**src/rtl/pdev_pkg.sv**
```systemverilog
`timescale 1ns/1ps
package pdev_pkg;
    localparam int INSTR_W  = 16;
    localparam int CODE_W   = 6;
    localparam int ACC_LSB  = 11;
    localparam int XFER_LSB = 8;
    localparam int CTRL_LSB = 6;

    typedef enum logic [2:0] {
        XF_NONE  = 3'b000,
        XF_IN_A  = 3'b001,
        XF_OUT_A = 3'b010,
        XF_IN_B  = 3'b011,
        XF_OUT_B = 3'b100,
        XF_IN_C  = 3'b101,
        XF_OUT_C = 3'b110,
        XF_SKIP  = 3'b111
    } xfer_e;

    typedef enum logic [1:0] {
        CT_NONE  = 2'b00,
        CT_START = 2'b01,
        CT_CLEAR = 2'b10,
        CT_PULSE = 2'b11
    } ctrl_e;

    typedef enum logic [1:0] {
        SK_BUSY_SET = 2'b00,
        SK_BUSY_CLR = 2'b01,
        SK_DONE_SET = 2'b10,
        SK_DONE_CLR = 2'b11
    } skcond_e;

    typedef struct packed {
        logic busy;
        logic done;
    } flags_t;
endpackage

```
**src/rtl/pdev_decode.sv**
```systemverilog
`timescale 1ns/1ps
module pdev_decode
    import pdev_pkg::*;
#(
    parameter logic [CODE_W-1:0] DEV_ADDR = 6'o12
) (
    input  logic               io_strobe,
    input  logic [INSTR_W-1:0] io_instr,
    output logic               hit,
    output logic [1:0]         acc,
    output logic               rd_en,
    output logic               wr_en,
    output logic [1:0]         buf_idx,
    output logic               test_en,
    output skcond_e            cond,
    output ctrl_e              act
);
    xfer_e      xfer;
    ctrl_e      ctrl;
    logic [2:0] xm1;

    always_comb begin
        hit     = io_strobe && (io_instr[CODE_W-1:0] == DEV_ADDR);
        xfer    = xfer_e'(io_instr[XFER_LSB +: 3]);
        ctrl    = ctrl_e'(io_instr[CTRL_LSB +: 2]);
        cond    = skcond_e'(io_instr[CTRL_LSB +: 2]);
        acc     = hit ? io_instr[ACC_LSB +: 2] : 2'b00;
        xm1     = io_instr[XFER_LSB +: 3] - 3'd1;
        buf_idx = xm1[2:1];
        rd_en   = hit && (xfer inside {XF_IN_A, XF_IN_B, XF_IN_C});
        wr_en   = hit && (xfer inside {XF_OUT_A, XF_OUT_B, XF_OUT_C});
        test_en = hit && (xfer == XF_SKIP);
        act     = (hit && xfer != XF_SKIP) ? ctrl : CT_NONE;
    end
endmodule

```
**src/rtl/pdev_flags.sv**
```systemverilog
`timescale 1ns/1ps
module pdev_flags
    import pdev_pkg::*;
(
    input  logic    clk,
    input  logic    rst,
    input  ctrl_e   act,
    input  logic    complete,
    input  logic    test_en,
    input  skcond_e cond,
    output logic    busy,
    output logic    done,
    output logic    skip,
    output logic    pulse
);
    flags_t fl_d, fl_q;

    always_comb begin
        fl_d = fl_q;
        if (complete && fl_q.busy) begin
            fl_d.busy = 1'b0;
            fl_d.done = 1'b1;
        end
        case (act)
            CT_START: begin fl_d.busy = 1'b1; fl_d.done = 1'b0; end
            CT_CLEAR: begin fl_d.busy = 1'b0; fl_d.done = 1'b0; end
            default:  ;
        endcase
        if (rst) fl_d = '0;

        case (cond)
            SK_BUSY_SET: skip = test_en &&  fl_q.busy;
            SK_BUSY_CLR: skip = test_en && !fl_q.busy;
            SK_DONE_SET: skip = test_en &&  fl_q.done;
            default:     skip = test_en && !fl_q.done;
        endcase
        pulse = (act == CT_PULSE);
    end

    always_ff @(posedge clk) begin
        fl_q <= fl_d;
    end

    assign busy = fl_q.busy;
    assign done = fl_q.done;
endmodule

```
**src/rtl/pdev_bufs.sv**
```systemverilog
`timescale 1ns/1ps
module pdev_bufs #(
    parameter int DATA_W  = 16,
    parameter int NUM_BUF = 3
) (
    input  logic              clk,
    input  logic              rst,
    input  logic              wr_en,
    input  logic              rd_en,
    input  logic [1:0]        idx,
    input  logic [DATA_W-1:0] wdata,
    output logic [DATA_W-1:0] rdata
);
    logic [DATA_W-1:0] bank [NUM_BUF];

    for (genvar g = 0; g < NUM_BUF; g++) begin : g_cell
        logic [DATA_W-1:0] cell_d, cell_q;

        always_comb begin
            cell_d = cell_q;
            if (wr_en && idx == 2'(g)) cell_d = wdata;
            if (rst) cell_d = '0;
        end

        always_ff @(posedge clk) begin
            cell_q <= cell_d;
        end

        assign bank[g] = cell_q;
    end

    always_comb begin
        rdata = '0;
        for (int k = 0; k < NUM_BUF; k++) begin
            if (rd_en && idx == 2'(k)) rdata = bank[k];
        end
    end
endmodule

```
**src/rtl/pdev_flag_ctrl.sv**
```systemverilog
`timescale 1ns/1ps
module pdev_flag_ctrl
    import pdev_pkg::*;
#(
    parameter logic [CODE_W-1:0] DEV_ADDR = 6'o12,
    parameter int                DATA_W   = 16
) (
    input  logic               clk,
    input  logic               rst,
    input  logic               io_strobe,
    input  logic [INSTR_W-1:0] io_instr,
    input  logic [DATA_W-1:0]  bus_wdata,
    input  logic               dev_complete,
    output logic [DATA_W-1:0]  bus_rdata,
    output logic               bus_rvalid,
    output logic [1:0]         acc_sel,
    output logic               skip,
    output logic               dev_pulse,
    output logic               busy,
    output logic               done,
    output logic               irq
);
    localparam int NUM_BUF = 3;

    logic       hit, rd_en, wr_en, test_en;
    logic [1:0] buf_idx;
    skcond_e    cond;
    ctrl_e      act;

    pdev_decode #(.DEV_ADDR(DEV_ADDR)) u_dec (
        .io_strobe (io_strobe),
        .io_instr  (io_instr),
        .hit       (hit),
        .acc       (acc_sel),
        .rd_en     (rd_en),
        .wr_en     (wr_en),
        .buf_idx   (buf_idx),
        .test_en   (test_en),
        .cond      (cond),
        .act       (act)
    );

    pdev_flags u_flags (
        .clk      (clk),
        .rst      (rst),
        .act      (act),
        .complete (dev_complete),
        .test_en  (test_en),
        .cond     (cond),
        .busy     (busy),
        .done     (done),
        .skip     (skip),
        .pulse    (dev_pulse)
    );

    pdev_bufs #(.DATA_W(DATA_W), .NUM_BUF(NUM_BUF)) u_bufs (
        .clk   (clk),
        .rst   (rst),
        .wr_en (wr_en),
        .rd_en (rd_en),
        .idx   (buf_idx),
        .wdata (bus_wdata),
        .rdata (bus_rdata)
    );

    assign bus_rvalid = rd_en;
    assign irq        = done;
endmodule

```
**config.mk**
```make
export PLATFORM = sky130hd
export DESIGN_NAME = pdev_flag_ctrl
export DESIGN_NICKNAME = d
export VERILOG_FILES = /design/src/rtl/pdev_pkg.sv /design/src/rtl/pdev_decode.sv /design/src/rtl/pdev_flags.sv /design/src/rtl/pdev_bufs.sv /design/src/rtl/pdev_flag_ctrl.sv
export SDC_FILE = /design/constraint.sdc
export NUM_CORES = 1
export LEC_CHECK = 0
export BUFFER_PORTS_ARGS = -buffer_cell sky130_fd_sc_hd__clkbuf_2
export CAP_MARGIN = 5
export CORE_MARGIN = 2
export CORE_UTILIZATION = 54
export CTS_BUF_LIST = sky130_fd_sc_hd__clkbuf_4 sky130_fd_sc_hd__clkbuf_8 sky130_fd_sc_hd__clkbuf_16
export CTS_CLUSTER_DIAMETER = 80
export DETAILED_ROUTE_END_ITERATION = 8
export GPL_TIMING_DRIVEN = 0
export HOLD_SLACK_MARGIN = 0.06
export PLACE_DENSITY = 0.77
export SKIP_LAST_GASP = 1
export SYNTH_ARGS = -nofsm -noshare
export SYNTH_HDL_FRONTEND = slang
export SYNTH_SLANG_ARGS = --single-unit
export TNS_END_PERCENT = 1
```
**constraint.sdc**
```tcl
create_clock -name clk -period 2.6 [get_ports clk]
set_input_delay 0.39 -clock clk [delete_from_list [all_inputs] [get_ports clk]]
set_output_delay 0.39 -clock clk [all_outputs]
set_load 0.03 [all_outputs]
```
==> summary.txt <==
Outcome
  • Status: complete, no violations

STA
  • Fin crit period: roughly 2.5 ns
  • Fin Hold WS: approximately 0.36 ns
  • Final setup vio count: 0
  • Pins Over Slew Limit: 0
  • RSZ-0062 raised after global routing: no
  • Worst slew pin tran: ~0.58 ns
  • Worst Skew: 0.000265 ns
  • Setup tns final: 0 ns
  • Fin crit share: between 90% and 100%
  • Slew HR: roughly 61%
  • Final setup margin: about 0.14 ns
  • Max Fclk: just over 0.4 GHz
  • Hold Fails Final Rpt: 0

Min path
  • Hold Startpoint: bus_wdata[0]
  • Hold Path Sink: u_bufs.g_cell[0].cell_q[0]
  • Min-Delay Path Class: in -> reg
  • Min-Delay Path Depth: 3

Power and ir drop
  • Pwr Density: ~440 mW/mm^2
  • Maximum vdd drop: 357 uV
  • Leakage Power: ~1.4 nW
  • Tot Pwr: 1.36 mW

Job
  • Max-cap violations: 0

Floorplan
  • Die Span X: 73.9 um
  • Initial Util: between 50 and 60%
  • Die Y: around 74 um
  • Core ar.: 0.00472 sq mm
  • Die Area: about 0.0055 sq mm
  • Cell row count: 25
  • IO Count: 60

Drt
  • Final WL: 5580 um
  • DR vias/cell: just over 5
  • Antenna-violating nets left: 0
  • DR DRC count: 0
  • Initial DRC count: 76
  • DR vias: 2005
  • Initial DRT Pass Iterations: 4
  • Wire per inst: approximately 14 um

Worst setup path
  • CP cell instances: clkbuf_2, inv_1, ha_1, mux2_2, nor2_4, buf_4, o2bb2ai_1, clkbuf_2
  • Crit end category: output port
  • CP delay by family, top: buffers and inverters
  • Worst path max stage delay: around 0.4 ns
  • Crit path kind: in -> out
  • Critical path's most frequent cell: clkbuf_2
  • Worst R2R Start: u_flags.busy
  • R2R Setup Slk: ~1.5 ns
  • Startpoint types: primary input
  • Reg2Reg Depth: 3
  • CP max-delay cell: mux2_2
  • Worst path required time: 2.21 ns
  • CP bufs+invs: 4
  • RR Endpoint: u_flags.done
  • Critical Path AT: 2.07 ns
  • CP Launch Point: io_instr[8]
  • CP max FO: 10

Finish
  • Finished Layout Cells: between 300 and 400
  • NumNets Final: between 300 and 400
  • Layout Utilization: between 60% and 70%
  • Area Growth Syn to Fin: 18.4%
  • Most common cell after layout, fill and taps aside: mux2i_1
  • Diodes inserted: 0
  • Commonest cells after routing, fill and taps aside: mux2i_1, clkbuf_2, dfxtp_1
  • Post-route cell area: 0.00312 sq mm
  • Layout cell share with drive strength beyond 1: 25.6%

Logic synthesis
  • Compound-cell area share of the yosys netlist: under 10%
  • Post-synthesis net count: 302
  • Simple-Gate Fraction of Synth Area: between 10% and 20%
  • Adder-Cell Fraction of Synth Area: 3.80%
  • Post-Syn Area: 0.00264 sq mm
  • Post-synthesis xor/xnor area fraction: less than 1%
  • Synthesis warning total: 0
  • Syn Inst Count: around 260
  • Largest family of logic cells by synthesized area: multiplexers
  • Synth Register Bits: 50
  • Sequential share of the synthesized area: a little under two fifths
  • Avg Cell Area, Syn: between 10 and 15 sq um
  • Mux share of post-synthesis cell area: around 25%
  • Number of distinct library cells after synthesis: 35

Global route
  • Initial antenna violation count: 0
  • Gr usage total: between 20% and 30%
  • Vias in the first global route: between 1500 and 2000
  • Largest net degree at the start of global routing: 15
  • Grt total ovfl: 0
  • First-pass GRT wire length: 9020 um

Placement
  • Cells after DPL: 380
  • Placed wire-length estimate: between 4000 and 5000 um
  • GPL Wtd Cong: about 0.80
  • Placed cell area: 0.00300 sq mm
  • PortBufs: 55
  • Setup WS pre-CTS: -0.130 ns

Clock tree
  • Later-pin clock latency in the skew report: between 0.2 and 0.3 ns
  • CTS tree: done
  • CTS buffer count: 5
  • Register clock-pin slew on the reported worst setup and hold paths: about 0.090 ns
  • Clk sinks: 50
  • Root Driver: clkbuf_8
  • H-tree levels: 2
  • Post-CTS Hold Fix Bufs: 0
  • Clock Path Buffers: 2
==> registers in the layout, summed over array words and instances, names as in the netlist <==
signal	count
u_flags.done	1
u_bufs.g_cell.cell_q	48
u_flags.busy	1
==> cell type report <==
| type | instances | area [sq um] |
|---|---|---|
| multi-input cells | 187 | 1510 |
| well taps | 67 | 83.8 |
| flip-flops and latches | 50 | 1000 |
| clock buffers | 7 | 90.1 |
| plain buffers | 16 | 120 |
| clock inverters | 1 | 5.00 |
| repair buffers | 58 | 298 |
| inverters | 5 | 18.8 |
| fillers | 378 | 1600 |
==> cells by family (layout without fill, tap and decap cells) <==
family	Yosys count	after routing
mux	67	67
fa+ha+maj	8	8
flops	50	50
compound gates	25	25
simple gates	86	86
xor+xnor	1	1
buf+inv	21	87
==> synth_stat cells <==
cell / count / area share [%]
a211oi_1: 1 / 0.28
a21boi_0: 1 / 0.28
a21oi_1: 1 / 0.19
a21oi_4: 1 / 0.62
and2_1: 1 / 0.24
and3_1: 2 / 0.47
and3b_1: 1 / 0.33
buf_12: 1 / 0.76
buf_2: 2 / 0.38
buf_4: 5 / 1.4
buf_6: 1 / 0.43
buf_8: 1 / 0.57
clkbuf_1: 6 / 0.85
dfxtp_1: 50 / 38
ha_1: 8 / 3.8
inv_1: 5 / 0.71
mux2_2: 1 / 0.43
mux2i_1: 66 / 25
nand2_1: 4 / 0.57
nand2b_1: 17 / 4.0
nand3_1: 3 / 0.57
nand3b_1: 1 / 0.28
nand4_2: 1 / 0.47
nor2_1: 35 / 5.0
nor2_2: 1 / 0.24
nor2b_1: 2 / 0.47
nor3b_1: 1 / 0.28
nor4b_4: 1 / 0.90
o2111a_1: 1 / 0.43
o2111ai_4: 1 / 1.0
o211a_1: 1 / 0.38
o21ai_0: 2 / 0.38
o2bb2ai_1: 16 / 5.3
or2b_1: 16 / 4.6
xnor2_1: 1 / 0.33
==> routing by layer <==
layer	vias up	routed length (um)	GRT usage, %
li1	1017	-	-
met1	940	2570	26.5
met2	44	2760	39.3
met3	4	221	4.39
met4	0	27	3.64
met5	-	0	0
==> tightest hold or removal path, cell delays in order <==
cell and delay (ns):
clkbuf_2 0.10, mux2i_1 0.06, nor2_1 0.07
==> how the worst max path moves through the flow <==
stage | endpoint | slack (ns) | cells past startpoint
floorplan | bus_rdata[10] | 0.21 | 6
global placement | bus_rdata[14] | -0.11 | 9
detailed placement | bus_rdata[14] | -0.13 | 9
CTS | bus_rdata[14] | 0.04 | 9
global route | bus_rdata[4] | 0.03 | 9
finish | bus_rdata[14] | 0.14 | 8
==> report_power, final <==
part           internal (mW)  switching (mW)  leakage (nW)
Clock                  0.226           0.244        0.0517
Sequential             0.765        0.000393         0.402
Combinational         0.0550          0.0705         0.961
==> timing repair <==
action                                  CTS  global route
pin swaps                                 0             2
endpoints found under the hold margin     0             0
endpoints found under the setup margin   10            10
gates resized for setup                   3             0
setup buffers                             0             3
No activity file was read; power rests on OpenSTA's default activity.
